### config.mk
export PLATFORM = sky130hd
export DESIGN_NAME = wdt_reset_timer
export DESIGN_NICKNAME = d
export VERILOG_FILES = /design/src/rtl/wdt_pkg.sv /design/src/rtl/wdt_prescaler.sv /design/src/rtl/wdt_tick_counter.sv /design/src/rtl/wdt_pulse_gen.sv /design/src/rtl/wdt_reset_timer.sv
export SDC_FILE = /design/constraint.sdc
export NUM_CORES = 1
export LEC_CHECK = 0
export ABC_AREA = 1
export BUFFER_PORTS_ARGS = -buffer_cell sky130_fd_sc_hd__buf_2
export CAP_MARGIN = 20
export CORE_UTILIZATION = 23
export DETAILED_ROUTE_END_ITERATION = 8
export PLACE_DENSITY = 0.37
export SETUP_SLACK_MARGIN = 0.3
export SLEW_MARGIN = 20
export SYNTH_ARGS = -nofsm -noshare
export SYNTH_HDL_FRONTEND = slang
export SYNTH_SLANG_ARGS = --single-unit
### constraint.sdc
create_clock -name clk_ref -period 2.9 [get_ports clk_ref]
set_clock_uncertainty 0.1 [all_clocks]
set_input_delay 0.29 -clock clk_ref [delete_from_list [all_inputs] [get_ports clk_ref]]
set_output_delay 0.29 -clock clk_ref [all_outputs]
set_load 0.05 [all_outputs]
### src/rtl/wdt_pkg.sv
package wdt_pkg;
  typedef enum logic [0:0] {
    WD_WATCH = 1'b0,
    WD_PULSE = 1'b1
  } wd_state_e;

  function automatic int unsigned cnt_width(input int unsigned maxval);
    return (maxval > 1) ? $clog2(maxval) : 1;
  endfunction
endpackage

### src/rtl/wdt_prescaler.sv
module wdt_prescaler #(
  parameter int unsigned PRESC_W = 13
) (
  input  logic clk,
  input  logic rst,
  output logic tick_o
);
  localparam logic [PRESC_W-1:0] PRE_LAST = {PRESC_W{1'b1}};

  logic [PRESC_W-1:0] phase_q;

  always_ff @(posedge clk) begin
    if (rst) begin
      phase_q <= '0;
      tick_o  <= 1'b0;
    end else begin
      phase_q <= phase_q + 1'b1;
      tick_o  <= (phase_q == PRE_LAST - 1'b1);
    end
  end


  tick_single_chk: assert property (@(posedge clk) disable iff (rst)
    tick_o |=> !tick_o);
endmodule

### src/rtl/wdt_tick_counter.sv
module wdt_tick_counter #(
  parameter int unsigned TIMEOUT_TICKS = 3
) (
  input  logic clk,
  input  logic rst,
  input  logic en,
  input  logic svc,
  input  logic tick,
  input  logic hold,
  output logic fire_o
);
  import wdt_pkg::*;
  localparam int unsigned CNT_W = cnt_width(TIMEOUT_TICKS);
  localparam logic [CNT_W-1:0] CNT_LAST = CNT_W'(TIMEOUT_TICKS - 1);

  logic [CNT_W-1:0] ticks_q;

  always_ff @(posedge clk) begin
    if (rst || !en || hold || svc) begin
      ticks_q <= '0;
    end else if (tick) begin
      ticks_q <= (ticks_q == CNT_LAST) ? '0 : ticks_q + 1'b1;
    end
  end

  assign fire_o = en && !hold && !svc && tick && (ticks_q == CNT_LAST);


  count_range_chk: assert property (@(posedge clk) disable iff (rst)
    ticks_q <= CNT_LAST);

  svc_clear_chk: assert property (@(posedge clk) disable iff (rst)
    (svc && en) |=> (ticks_q == '0));
endmodule

### src/rtl/wdt_pulse_gen.sv
module wdt_pulse_gen #(
  parameter int unsigned PULSE_TICKS = 1
) (
  input  logic clk,
  input  logic rst,
  input  logic en,
  input  logic tick,
  input  logic fire,
  output logic active_o
);
  import wdt_pkg::*;
  localparam int unsigned PCNT_W = cnt_width(PULSE_TICKS);
  localparam logic [PCNT_W-1:0] PCNT_LAST = PCNT_W'(PULSE_TICKS - 1);

  wd_state_e         state_q;
  logic [PCNT_W-1:0] pcnt_q;

  always_ff @(posedge clk) begin
    if (rst || !en) begin
      state_q  <= WD_WATCH;
      pcnt_q   <= '0;
      active_o <= 1'b0;
    end else begin
      case (state_q)
        WD_WATCH: begin
          if (fire) begin
            state_q  <= WD_PULSE;
            pcnt_q   <= '0;
            active_o <= 1'b1;
          end
        end
        WD_PULSE: begin
          if (tick) begin
            if (pcnt_q == PCNT_LAST) begin
              state_q  <= WD_WATCH;
              active_o <= 1'b0;
            end else begin
              pcnt_q <= pcnt_q + 1'b1;
            end
          end
        end
        default: state_q <= WD_WATCH;
      endcase
    end
  end


  rise_on_tick_chk: assert property (@(posedge clk) disable iff (rst)
    $rose(active_o) |-> $past(tick));

  pulse_hold_chk: assert property (@(posedge clk) disable iff (rst)
    (active_o && en && !tick) |=> active_o);
endmodule

### src/rtl/wdt_reset_timer.sv
module wdt_reset_timer #(
  parameter int unsigned PRESC_W       = 13,
  parameter int unsigned TIMEOUT_TICKS = 3,
  parameter int unsigned PULSE_TICKS   = 1
) (
  input  logic clk_ref,
  input  logic por,
  input  logic wd_en,
  input  logic svc_stb,
  output logic rst_out
);
  logic tick;
  logic fire;

  wdt_prescaler #(.PRESC_W(PRESC_W)) u_presc (
    .clk    (clk_ref),
    .rst    (por),
    .tick_o (tick)
  );

  wdt_tick_counter #(.TIMEOUT_TICKS(TIMEOUT_TICKS)) u_count (
    .clk    (clk_ref),
    .rst    (por),
    .en     (wd_en),
    .svc    (svc_stb),
    .tick   (tick),
    .hold   (rst_out),
    .fire_o (fire)
  );

  wdt_pulse_gen #(.PULSE_TICKS(PULSE_TICKS)) u_pulse (
    .clk      (clk_ref),
    .rst      (por),
    .en       (wd_en),
    .tick     (tick),
    .fire     (fire),
    .active_o (rst_out)
  );


  disable_clear_chk: assert property (@(posedge clk_ref) disable iff (por)
    !wd_en |=> !rst_out);

  svc_ignored_chk: assert property (@(posedge clk_ref) disable iff (por)
    (rst_out && svc_stb && wd_en && !tick) |=> rst_out);
endmodule

==> metrics <==
status finished clean; Final Setup Violations 0; vias in the first global route 652; YS warnings 0; number of port buffers 4; pwr/cell area 422.9 mW/mm^2; die height 62.37 um; fin crit share 0.4525; gate count of the mapped netlist 111; critical-path cell list buf_2; GRT Overall Usage 0.08897; critical path's largest stage delay 0.37 ns; Slew headroom 0.7346; delay-heaviest family, CP flip-flops; Worst-path clk slew 0.10 ns; HP Class in -> reg; Post-Place Setup Slack 1.600 ns; Max Slew Vio Count 0; largest net degree at the start of global routing 14; Yosys reg bits 18; area growth from synthesis to layout 11.34%; P_leak 0.0003386 uW; final std cells w/o fill 163; Initial Util 0.2454; first-pass GRT wire length 2670 um; Post-Syn Area per Cell 7.552 um^2; Site Rows 21; Sinks on Clock Net 18; Setup Fix Bufs, Post-CTS 0; Iteration-0 DRC Markers 15; TritonCTS Buffers 3; Post-synth EDFFs 0; CTS H-Tree Depth 1; Placed Cells 160; die area 0.003890 mm^2; Clock Tree Buf Depth 2; ys async rst share 0; later-pin clock latency in the skew report 0.29 ns; register area 360.3 um^2; Tmin final 1.312 ns; main flop type after synthesis dfxtp_1; CTS tree done; layout cells sized above 1 0.1624; FILL cells 402; Fmax 0.7621 GHz; die boundary width 62.37 um; core area 0.003416 mm^2; RePlAce Congestion 0.6775; RSZ-0062 raised after global routing false; measured slew at the worst slew-check pin 0.3976 ns; IO Pins 5; GRT Residual Overflow 0; Initial DRT Pass Iterations 4; Final #Nets 125; CP max-delay cell dfxtp_1; drt drc 0; Max-Cap Viols 0; initial antenna violation count 0; area taken by multi-input logic gates 439.2 um^2; cts hold-fix bufs 0; Worst setup EP type primary output; worst hold margin 0.08532 ns; worst-path fanout max 3; diode count 0; worst vdd ir 0.2537 mV; Routed Antenna Nets 0; drt wl/cell 9.245 um; Synth cell types 23; setup_tns 0 ns; Avg Vias per Cell 4.276; Routed WL 1507 um; WP buf/inv 1; Synth Cell Area 838.3 um^2; slack of the critical path 1.588 ns; Mapped Nets 117; clk root buf clkbuf_4; PostCTS Resize Cnt 0; Post-DP HPWL 1155 um; CP required 2.51 ns; Worst EP arrival 0.92 ns; CP Launch Type flop; vias 697; Crit Path Class reg -> out; part of the Yosys area used for sequential elements 0.4299; endpoints failing hold 0
sequential cells by signal (all words and copies together), names as in the netlist:
signal,flops
u_pulse.state_q,1
u_presc.phase_q,13
u_pulse.active_o,1
u_presc.tick_o,1
u_count.ticks_q,2
per-stage QoR:
step                total power [uW]  cell area, um^2  utilization
floorplan                      271.6            838.3            -
global placement               277.9            910.9       0.2667
detailed placement             277.4            910.9       0.2667
CTS                            407.9            933.4       0.2733
global route                   423.8            933.4       0.2733
finish                         394.7            933.4       0.2733
routing by layer:
| metal | vias to the layer above | global-route usage | share of wire | wire length (um) |
|---|---|---|---|---|
| li1 | 379 | - | - | - |
| met1 | 311 | 0.09630 | 0.46 | 700 |
| met2 | 5 | 0.1525 | 0.49 | 740 |
| met3 | 2 | 0.03832 | 0.027 | 41 |
| met4 | 0 | 0.03488 | 0.016 | 24 |
| met5 | - | 0 | 0 | 0 |
power breakdown:
group	leakage, uW	internal (uW)	switching [uW]	total, uW
Combinational	0.000179	6.62	10.2	16.8
Clock	0.0000138	48.2	75.3	124
Sequential	0.000146	251	3.88	254
Total	0.000339	305	89.4	395
cells by family after synthesis:
logic type      after synthesis  share of synthesized area
simple gates                 65                     0.3940
flops                        18                     0.4299
compound gates               16                     0.1000
buf+inv                      10                    0.04626
fa+ha+maj                     2                    0.02985
worst register-to-register path, delay by kind of cell, from the launching register on:
kind / cells / cell delay [ns]
adder cells (fa/ha/maj): 1 / 0.20
buffers and inverters: 1 / 0.03
flip-flops: 1 / 0.39
AND/OR/NAND/NOR: 5 / 0.51
synth_stat cells, types with 3 or more instances:
cell type | n | area [um^2]
nand3_1 | 6 | 30.03
a21oi_1 | 11 | 55.05
nor2_1 | 16 | 60.06
nand2_2 | 4 | 25.02
nand2_1 | 25 | 93.84
dfxtp_1 | 18 | 360.4
nand4_1 | 3 | 18.77
inv_1 | 8 | 30.03
final timing paths:
| check | from | end | slack (ns) | cells after the start |
|---|---|---|---|---|
| hold / removal | por | u_presc.phase_q[0]$_SDFF_PP0_ | 0.09 | 2 |
| setup reg to reg | u_presc.phase_q[0]$_SDFF_PP0_ | u_presc.phase_q[12]$_SDFF_PP0_ | 1.60 | 7 |
| setup / recovery | u_pulse.active_o$_SDFFE_PP0P_ | rst_out | 1.59 | 1 |
| hold reg to reg | u_presc.phase_q[0]$_SDFF_PP0_ | u_presc.phase_q[0]$_SDFF_PP0_ | 0.38 | 1 |
layout by cell type, fill, tap and decap left out, drive strengths merged:
cell and count:
nor3 2, nor2 21, o21ai 3, a31oi 1
nand4 3, nor3b 2, nand3b 1, a21oi 11
ha 2, buf 4, o21a 1, nand3 7
clkbuf 3, dfxtp 18, inv 9, nand2 29
cell type report:
class | count | area share
flip-flops and latches | 18 | 0.3861
inverters | 9 | 0.03619
repair buffers | 4 | 0.02145
multi-input cells | 83 | 0.4705
clock buffers | 3 | 0.02413
well taps | 46 | 0.06166
Power figures use the tool's default switching activity.
